==> config.mk <==
export PLATFORM = sky130hd
export DESIGN_NAME = sdram_wr_ap_seq
export DESIGN_NICKNAME = d
export VERILOG_FILES = /design/src/rtl/sdram_wr_pkg.sv /design/src/rtl/sdram_wr_step_cnt.sv /design/src/rtl/sdram_wr_pin_enc.sv /design/src/rtl/sdram_wr_ap_seq.sv
export SDC_FILE = /design/constraint.sdc
export NUM_CORES = 1
export LEC_CHECK = 0
export ABC_AREA = 1
export BUFFER_PORTS_ARGS = -buffer_cell sky130_fd_sc_hd__buf_4
export CAP_MARGIN = 20
export CELL_PAD_IN_SITES_DETAIL_PLACEMENT = 1
export CELL_PAD_IN_SITES_GLOBAL_PLACEMENT = 1
export CORE_ASPECT_RATIO = 1.25
export CORE_MARGIN = 2
export CORE_UTILIZATION = 30
export CTS_CLUSTER_DIAMETER = 30
export DETAILED_ROUTE_END_ITERATION = 6
export GPL_TIMING_DRIVEN = 0
export HOLD_SLACK_MARGIN = 0.12
export PLACE_DENSITY_LB_ADDON = 0.25
export SKIP_CTS_REPAIR_TIMING = 1
export SYNTH_ARGS = -nofsm -noshare
export SYNTH_HDL_FRONTEND = slang
export SYNTH_SLANG_ARGS = --single-unit
==> constraint.sdc <==
create_clock -name clk -period 2.8 [get_ports clk]
set_input_delay 0.28 -clock clk [delete_from_list [all_inputs] [get_ports clk]]
set_output_delay 0.28 -clock clk [all_outputs]
set_load 0.02 [all_outputs]
==> src/rtl/sdram_wr_pkg.sv <==
// Shared types and helpers for the single-write sequencer.
// Assumes: all timing arguments are positive integers.
package sdram_wr_pkg;

    // Internal command selector handed to the pin encoder.
    typedef enum logic [1:0] {
        CMD_NOP = 2'd0,
        CMD_ACT = 2'd1,
        CMD_WR  = 2'd2
    } sd_cmd_e;

    // Ceiling division used to turn picoseconds into clock cycles.
    function automatic int ceil_div(input int num, input int den);
        return (num + den - 1) / den;
    endfunction

endpackage

==> src/rtl/sdram_wr_step_cnt.sv <==
// Cycle counter for the sequence position.
// Clears to zero on clr, otherwise advances by one while en is high.
// Assumes: the caller keeps en low once the sequence ends, so it never wraps.
module sdram_wr_step_cnt #(
    parameter int CNT_W = 4
) (
    input  logic             clk,
    input  logic             rst_n,
    input  logic             clr,
    input  logic             en,
    output logic [CNT_W-1:0] count
);

    // Position register: clear has priority over advance.
    always_ff @(posedge clk) begin
        if (!rst_n)    count <= '0;
        else if (clr)  count <= '0;
        else if (en)   count <= count + 1'b1;
    end

endmodule

==> src/rtl/sdram_wr_pin_enc.sv <==
// Registered pin driver: maps the chosen command and its fields onto the
// DRAM command, address, mask and data pins one clock later.
// Assumes: ADDR_W > 10 and COL_W <= 10, so the column never overlaps bit 10.
module sdram_wr_pin_enc
    import sdram_wr_pkg::*;
#(
    parameter int BA_W   = 2,
    parameter int ROW_W  = 13,
    parameter int COL_W  = 10,
    parameter int ADDR_W = 13,
    parameter int DQ_W   = 16,
    parameter int DM_W   = DQ_W / 8
) (
    input  logic              clk,
    input  logic              rst_n,
    input  sd_cmd_e           cmd,
    input  logic [BA_W-1:0]   bank,
    input  logic [ROW_W-1:0]  row,
    input  logic [COL_W-1:0]  col,
    input  logic [DQ_W-1:0]   data,
    input  logic [DM_W-1:0]   mask,
    output logic              cs_n,
    output logic              ras_n,
    output logic              cas_n,
    output logic              we_n,
    output logic [BA_W-1:0]   ba,
    output logic [ADDR_W-1:0] addr,
    output logic [DM_W-1:0]   dqm,
    output logic [DQ_W-1:0]   dq_out,
    output logic              dq_oe
);

    localparam int AP_BIT = 10;

    logic [ADDR_W-1:0] col_addr;

    // Column address: column in the low bits, auto-precharge flag at bit 10.
    for (genvar i = 0; i < ADDR_W; i++) begin : g_col_addr
        if (i < COL_W) begin : g_col
            assign col_addr[i] = col[i];
        end else if (i == AP_BIT) begin : g_ap
            assign col_addr[i] = 1'b1;
        end else begin : g_zero
            assign col_addr[i] = 1'b0;
        end
    end

    // Pin register: one command per cycle, idle pins are a masked no-op.
    always_ff @(posedge clk) begin
        if (!rst_n) begin
            cs_n   <= 1'b1;
            ras_n  <= 1'b1;
            cas_n  <= 1'b1;
            we_n   <= 1'b1;
            ba     <= '0;
            addr   <= '0;
            dqm    <= '1;
            dq_out <= '0;
            dq_oe  <= 1'b0;
        end else begin
            cs_n   <= 1'b0;
            ras_n  <= 1'b1;
            cas_n  <= 1'b1;
            we_n   <= 1'b1;
            ba     <= '0;
            addr   <= '0;
            dqm    <= '1;
            dq_out <= '0;
            dq_oe  <= 1'b0;
            case (cmd)
                CMD_ACT: begin
                    ras_n <= 1'b0;
                    ba    <= bank;
                    addr  <= ADDR_W'(row);
                end
                CMD_WR: begin
                    cas_n  <= 1'b0;
                    we_n   <= 1'b0;
                    ba     <= bank;
                    addr   <= col_addr;
                    dqm    <= mask;
                    dq_out <= data;
                    dq_oe  <= 1'b1;
                end
                default: ;
            endcase
        end
    end

endmodule

==> src/rtl/sdram_wr_ap_seq.sv <==
// Single-beat SDRAM write sequencer with automatic precharge.
// Takes one request at a time, opens the row, writes one word with
// address bit 10 set, then blocks new requests until both the precharge
// time and the open-to-open cycle time have passed.
// Assumes: timing values are in picoseconds, TCK_PS is the clock period,
// the device runs with burst length one and has been initialised.
module sdram_wr_ap_seq
    import sdram_wr_pkg::*;
#(
    parameter int TCK_PS  = 7500,
    parameter int TRCD_PS = 20000,
    parameter int TRAS_PS = 44000,
    parameter int TWR_PS  = 7000,
    parameter int TRP_PS  = 20000,
    parameter int TRC_PS  = 66000,
    parameter int BA_W    = 2,
    parameter int ROW_W   = 13,
    parameter int COL_W   = 10,
    parameter int ADDR_W  = 13,
    parameter int DQ_W    = 16
) (
    input  logic                clk,
    input  logic                rst_n,
    input  logic                req_valid,
    output logic                req_ready,
    input  logic [BA_W-1:0]     req_bank,
    input  logic [ROW_W-1:0]    req_row,
    input  logic [COL_W-1:0]    req_col,
    input  logic [DQ_W-1:0]     req_data,
    input  logic [DQ_W/8-1:0]   req_mask,
    output logic                busy,
    output logic                sd_cke,
    output logic                sd_cs_n,
    output logic                sd_ras_n,
    output logic                sd_cas_n,
    output logic                sd_we_n,
    output logic [BA_W-1:0]     sd_ba,
    output logic [ADDR_W-1:0]   sd_addr,
    output logic [DQ_W/8-1:0]   sd_dqm,
    output logic [DQ_W-1:0]     sd_dq_out,
    output logic                sd_dq_oe
);

    localparam int DM_W     = DQ_W / 8;
    localparam int RCD_CYC  = ceil_div(TRCD_PS, TCK_PS);
    localparam int RAS_CYC  = ceil_div(TRAS_PS, TCK_PS);
    localparam int WR_CYC   = 1 + ceil_div(TWR_PS, TCK_PS);
    localparam int RP_CYC   = ceil_div(TRP_PS, TCK_PS);
    localparam int RC_CYC   = ceil_div(TRC_PS, TCK_PS);
    localparam int WR_SLOT  = (RCD_CYC > RAS_CYC - WR_CYC) ? RCD_CYC : RAS_CYC - WR_CYC;
    localparam int CLOSE_AT = WR_SLOT + WR_CYC + RP_CYC;
    localparam int NEXT_ACT = (CLOSE_AT > RC_CYC) ? CLOSE_AT : RC_CYC;
    localparam int CNT_W    = $clog2(NEXT_ACT + 1);
    localparam int CHK_W    = CNT_W + 2;

    logic              busy_q;
    logic              accept;
    logic [CNT_W-1:0]  step;
    logic [BA_W-1:0]   bank_q;
    logic [COL_W-1:0]  col_q;
    logic [DQ_W-1:0]   data_q;
    logic [DM_W-1:0]   mask_q;
    sd_cmd_e           cmd_nxt;
    logic [BA_W-1:0]   bank_nxt;

    assign req_ready = !busy_q;
    assign busy      = busy_q;
    assign accept    = req_valid && req_ready;
    assign sd_cke    = 1'b1;

    // Busy flag: set on acceptance, cleared one cycle before the next open may be registered.
    always_ff @(posedge clk) begin
        if (!rst_n)                                         busy_q <= 1'b0;
        else if (accept)                                    busy_q <= 1'b1;
        else if (busy_q && step == CNT_W'(NEXT_ACT - 2))    busy_q <= 1'b0;
    end

    // Request holding register for the fields used in the write cycle.
    always_ff @(posedge clk) begin
        if (!rst_n) begin
            bank_q <= '0;
            col_q  <= '0;
            data_q <= '0;
            mask_q <= '1;
        end else if (accept) begin
            bank_q <= req_bank;
            col_q  <= req_col;
            data_q <= req_data;
            mask_q <= req_mask;
        end
    end

    // Next command: open on acceptance, write when the slot comes up, otherwise idle.
    always_comb begin
        cmd_nxt  = CMD_NOP;
        bank_nxt = bank_q;
        if (accept) begin
            cmd_nxt  = CMD_ACT;
            bank_nxt = req_bank;
        end else if (busy_q && step == CNT_W'(WR_SLOT - 1)) begin
            cmd_nxt  = CMD_WR;
        end
    end

    sdram_wr_step_cnt #(.CNT_W(CNT_W)) u_step (
        .clk   (clk),
        .rst_n (rst_n),
        .clr   (accept),
        .en    (busy_q),
        .count (step)
    );

    sdram_wr_pin_enc #(
        .BA_W   (BA_W),
        .ROW_W  (ROW_W),
        .COL_W  (COL_W),
        .ADDR_W (ADDR_W),
        .DQ_W   (DQ_W),
        .DM_W   (DM_W)
    ) u_pins (
        .clk    (clk),
        .rst_n  (rst_n),
        .cmd    (cmd_nxt),
        .bank   (bank_nxt),
        .row    (req_row),
        .col    (col_q),
        .data   (data_q),
        .mask   (mask_q),
        .cs_n   (sd_cs_n),
        .ras_n  (sd_ras_n),
        .cas_n  (sd_cas_n),
        .we_n   (sd_we_n),
        .ba     (sd_ba),
        .addr   (sd_addr),
        .dqm    (sd_dqm),
        .dq_out (sd_dq_out),
        .dq_oe  (sd_dq_oe)
    );

    // ---------------- assertions ----------------
    logic             pin_act;
    logic             pin_wr;
    logic [CHK_W-1:0] since_act;
    logic [CHK_W-1:0] since_wr;

    assign pin_act = !sd_cs_n && !sd_ras_n &&  sd_cas_n &&  sd_we_n;
    assign pin_wr  = !sd_cs_n &&  sd_ras_n && !sd_cas_n && !sd_we_n;

    // Saturating age of the last open-row command seen on the pins.
    always_ff @(posedge clk) begin
        if (!rst_n)                 since_act <= '1;
        else if (pin_act)           since_act <= CHK_W'(1);
        else if (since_act != '1)   since_act <= since_act + 1'b1;
    end

    // Saturating age of the last write command seen on the pins.
    always_ff @(posedge clk) begin
        if (!rst_n)                 since_wr <= '1;
        else if (pin_wr)            since_wr <= CHK_W'(1);
        else if (since_wr != '1)    since_wr <= since_wr + 1'b1;
    end

    a_r2_accept_opens: assert property (@(posedge clk) disable iff (!rst_n)
        accept |=> (pin_act && sd_ba == $past(req_bank)));

    a_r3_write_after_rcd: assert property (@(posedge clk) disable iff (!rst_n)
        pin_wr |-> (since_act >= CHK_W'(RCD_CYC)));

    a_r3_write_keeps_ras: assert property (@(posedge clk) disable iff (!rst_n)
        pin_wr |-> (since_act + CHK_W'(WR_CYC) >= CHK_W'(RAS_CYC)));

    a_r4_ap_bit_set: assert property (@(posedge clk) disable iff (!rst_n)
        pin_wr |-> sd_addr[10]);

    a_r5_oe_only_write: assert property (@(posedge clk) disable iff (!rst_n)
        sd_dq_oe == pin_wr);

    a_r8_open_after_rc: assert property (@(posedge clk) disable iff (!rst_n)
        pin_act |-> (since_act >= CHK_W'(RC_CYC)));

    a_r8_open_after_rp: assert property (@(posedge clk) disable iff (!rst_n)
        pin_act |-> (since_wr >= CHK_W'(WR_CYC + RP_CYC)));

    a_r8_no_open_while_busy: assert property (@(posedge clk) disable iff (!rst_n)
        busy_q |=> !pin_act);

endmodule

# Word level (Yosys, flattened, before mapping)
# Cells that the tools add are included.
dict set report word_totals {
  inputBits 46
  reg_bits 72
  word_cells 39
  output_inout_bits 41
}
dict set report op_classes {
  addsub 1
  n_bitwise 1
  reduce_logical 9
  muxes 10
  eq_ne 4
}
# cell count
set ops {}
lappend ops {{$pmux 13 s2} 1}
lappend ops {{$mux 1} 6}
lappend ops {{$mux 2} 3}
lappend ops {{$add 4x1->4 const B} 1}
lappend ops {{$eq 4x2->1 const B} 1}
lappend ops {{$eq 4x3->1 const B} 1}
lappend ops {{$reduce_and 2->1} 2}
lappend ops {{$reduce_or 2->1} 2}
lappend ops {{$logic_and 1x1->1} 3}
lappend ops {{$eq 2x1->1 const B} 1}
lappend ops {{$eq 2x2->1 const B} 1}
lappend ops {{$reduce_bool 2->1} 1}
lappend ops {{$logic_not 1->1} 1}
lappend ops {{$not 1->1} 1}

# Logic depth before layout (Yosys ltp)
dict set report logic_depth {
  ltp_word 7
  depth_mapped 7
  depth_no_buf 6
}

# By module
# A second synthesis with hierarchy kept.
dict set report unflattened {
  hier_cells 298
  hier_area_um2 2494.9
}
# mod cells_each n_inst seq_area_each_um2 area_each_um2
set by_module_without_submodules {}
lappend by_module_without_submodules {sdram_wr_ap_seq 146 1 620.6 1167.4}
lappend by_module_without_submodules {sdram_wr_pin_enc 129 1 740.7 1157.4}
lappend by_module_without_submodules {sdram_wr_step_cnt 23 1 80.1 170.2}

# Least setup slack after synthesis
# No wires, ideal clock.
dict set report synth_timing {
  path_type {reg2reg}
  from {register busy_q, in the netlist busy}
  to {register data_q[10]}
  path_buffers 1
  period_less_slack_ns 1.271
  path_stages_with_launch 7
  setup_time_ns 0.121
  arrival_ns 1.150
  required_ns 2.679
  setup_slack_ns 1.529
  path_cell_list {dfxtp_1 inv_2 nand3_4 inv_4 buf_4 nand2_1 o21ai_0}
}
dict set report synth_via {
  elab_chain_cells 2
}
# item line
set synth_rtl {}
lappend synth_rtl {{start: declaration} sdram_wr_ap_seq.sv:56} ;# logic busy_q;
lappend synth_rtl {{start signal: assignment} sdram_wr_ap_seq.sv:73} ;# if (!rst_n) busy_q <= 1'b0;
lappend synth_rtl {{start signal: assignment} sdram_wr_ap_seq.sv:74} ;# else if (accept) busy_q <= 1'b1;
lappend synth_rtl {{start signal: assignment} sdram_wr_ap_seq.sv:75} ;# else if (busy_q && step == CNT_W'(NEXT_ACT - 2)) busy_q <= 1'b0;
lappend synth_rtl {{$logic_not 1->1} sdram_wr_ap_seq.sv:66} ;# assign req_ready = !busy_q;
lappend synth_rtl {{named net req_ready} sdram_wr_ap_seq.sv:25} ;# output logic req_ready,
lappend synth_rtl {{$logic_and 1x1->1} sdram_wr_ap_seq.sv:68} ;# assign accept = req_valid && req_ready;
lappend synth_rtl {{end signal: assignment} sdram_wr_ap_seq.sv:88} ;# data_q <= req_data;
lappend synth_rtl {{end: declaration} sdram_wr_ap_seq.sv:61} ;# logic [DQ_W-1:0] data_q;
# The timed path passes the listed nets, and every way through them passes these cells.
# A chain may end at the register's enable or synchronous reset.

# Worst setup path after layout
dict set report layout_timing {
  from {register busy_q, in the netlist busy}
  to {output port req_ready}
}
dict set report layout_via {
  elab_chain_cells 1
}
# item line
set layout_rtl {}
lappend layout_rtl {{$logic_not 1->1} sdram_wr_ap_seq.sv:66}
lappend layout_rtl {{end: declaration} sdram_wr_ap_seq.sv:25}
# No other way between the ends.

==> results.py <==
metrics = {
    "logic_synthesis": {
        "yosys-top-cells-area": "dfxtp_1 (63%), nand2_1 (15%), nor2_1 (5.7%)",
        "synth_warnings": 0,
        "synth_ff_type": "dfxtp_1",
        "yosysMostFrequentCell": "nand2_1",
        "syn_area_um2": 2290,
        "syn_inst": 270,
        "synth_edf_count": 0,
        "ys_ff_latch": 72,
        "yosysTopAreaCellShare_pct": 63.0,
        "avgSynthCellArea_um2": 8.48,
        "synth_area_leader_cell": "dfxtp_1",
        "syn-num-nets": 317,
        "async_reset_ff_share_pct": 0,
        "ys_top_cells_by_count": "nand2_1 (92), dfxtp_1 (72), nor2_1 (35), inv_1 (26), o21ai_0 (10)",
        "synth_cell_type_count": 19,
        "yosysSeqAreaShare_pct": 63.0,
    },
    "clock_tree": {
        "clock-sinks": 72,
        "cts-root-buf": "clkbuf_8",
        "tritoncts": "yes",
        "cts_buffers": 9,
        "path_clk_slew_ns": 0.07,
        "htreeDepth": 3,
        "clockBufferDepth": 2,
        "clk_latency_ns": 0.34,
    },
    "grt": {
        "grt_pass1_vias": 1874,
        "overflow": 0,
        "grt_pass1_wl_mm": 8.54,
        "grt_usage_pct": 13.6,
        "grt_max_degree": 12,
        "antenna_found_initial": 0,
    },
    "critical_path": {
        "critPathSlowestCell": "dfxtp_1",
        "cp_num_buf_inv": 2,
        "required_ns": 2.52,
        "start_kind": "register",
        "critical_path_class": "reg2out",
        "worstPathArrival_ns": 1.10,
        "path_delay_family": "flip-flops",
        "r2r_slack_ns": 1.50,
        "end_kind": "primary output",
        "startpoint": "busy",
        "r2r_start": "u_step.count[0]",
        "cp_slowest_stage_delay_ns": 0.46,
        "path_max_fanout": 7,
        "path_cells": "inv_2, buf_4",
    },
    "layout": {
        "layout-drive-gt1-share_pct": 31.9,
        "syn2layout_area_growth_pct": 41.1,
        "fin_util_pct": 43.7,
        "nets": 413,
        "diodes": 0,
        "fillers": 924,
    },
    "floorplanning": {
        "rows": 35,
        "die_w_um": 82.1,
        "fp.dieArea_um2": 8350,
        "core_um2": 7400,
        "io_pins": 87,
        "die-height_um": 102,
        "start_util_pct": 30.9,
    },
    "power": {
        "p_per_area_nw_per_um2": 640,
        "ir_drop_v": 0.000260,
        "leakage_nw": 1.55,
        "power_mw": 2.07,
    },
    "drt": {
        "first_pass_iters": 4,
        "wl_per_cell_um": 11.5,
        "routed_via_density": 4.27,
        "wl_mm": 5.33,
        "ant_nets": 0,
        "drtIter0Drc": 49,
        "drc": 0,
        "vias": 1974,
    },
    "worst_hold_path": {
        "hold_class": "in2reg",
        "min_from": "req_col[1]",
    },
    "outcome": {
        "status": "complete, no violations",
    },
    "sta": {
        "holdWs_ns": 0.136,
        "fin_crit_sh_pct": 49.4,
        "finalHoldViolations": 0,
        "setup_viol": 0,
        "tns_ns": 0,
        "fmax_ghz": 0.723,
        "fin_worst_skew_ns": 0.00632,
        "rsz0062_at_grt": "no",
        "drv_slew": 0,
        "period_needed_ns": 1.38,
    },
    "place": {
        "portBuffers": 85,
        "gp_congestion": 0.681,
        "dp_hpwl_mm": 3.91,
    },
    "job": {
        "drv_cap": 0,
    },
}
==> registers in the layout, indices dropped and copies added (netlist names) <==
register	flops
u_pins.dq_out	16
col_q	10
data_q	16
u_pins.ras_n	1
u_pins.cas_n	1
u_pins.dq_oe	1
u_pins.cs_n	1
mask_q	2
busy	1
u_pins.addr	13
u_step.count	4
bank_q	2
u_pins.ba	2
u_pins.dqm	2
==> tightest hold or removal path: stages <==
cell and delay (ns):
buf_4 0.08, nand2_1 0.04, nand2_1 0.05
==> power by group <==
group          total [mW]  internal, mW  switching, mW
Clock               0.795         0.430          0.365
Combinational       0.187        0.0885         0.0985
Sequential           1.09          1.07         0.0174
==> kinds of logic (layout without fill, tap and decap cells) <==
logic type / Yosys count / after routing / share of synthesized area, %
and+or+nand+nor: 138 / 138 / 24.5
DFF: 72 / 72 / 63.0
buffers and inverters: 39 / 139 / 7.65
AOI/OAI and AO/OA: 19 / 19 / 4.15
adders and majority gates: 1 / 1 / 0.546
other: 1 / 1 / 0.164
==> cells in the final DEF, fill, tap and decap left out, types with 2 or more instances in the layout <==
master	instances
a21oi_1	3
buf_2	6
buf_4	90
clkbuf_1	2
clkbuf_8	10
dfxtp_1	72
inv_1	26
nand2_1	92
nand2_2	2
nand3_1	4
nor2_1	35
o21ai_0	10
o21ai_1	6
or2_2	2
==> cell type report <==
| type | count | area, um2 | share of cell area, % |
|---|---|---|---|
| Sequential cell | 72 | 1440 | 44.6 |
| Multi-Input combinational cell | 159 | 673 | 20.8 |
| Timing Repair Buffer | 85 | 638 | 19.8 |
| Clock buffer | 12 | 145 | 4.49 |
| Tap cell | 92 | 115 | 3.56 |
| Inverter | 28 | 108 | 3.33 |
| Buffer | 11 | 67.6 | 2.09 |
| Clock inverter | 3 | 42.5 | 1.32 |
==> path summary, 6_finish.rpt <==
kind         cells after the start          endpoint
min                              3          col_q[1]
min reg2reg                      2  u_pins.dq_out[9]
max reg2reg                      6      u_pins.ba[1]
max                              2         req_ready
==> per-stage QoR <==
step | setup slack [ns] | cells | cell area (um2)
2_1_floorplan | 1.53 | 270 | 2290
3_3_place_gp | 1.52 | 447 | 3040
3_5_place_dp | 1.47 | 447 | 3040
4_1_cts | 1.37 | 462 | 3230
5_1_grt | 1.31 | 462 | 3230
6_report | 1.42 | 462 | 3230
==> metal layers <==
layer	vias up	wire length (um)	track usage (%)	share of wire [%]
met5	-	0	0	0
met4	0	146	8.46	2.7
met2	64	2490	21.6	47
met3	11	349	3.12	6.5
met1	906	2350	16.5	44
li1	993	-	-	-
Power figures use the tool's default switching activity.
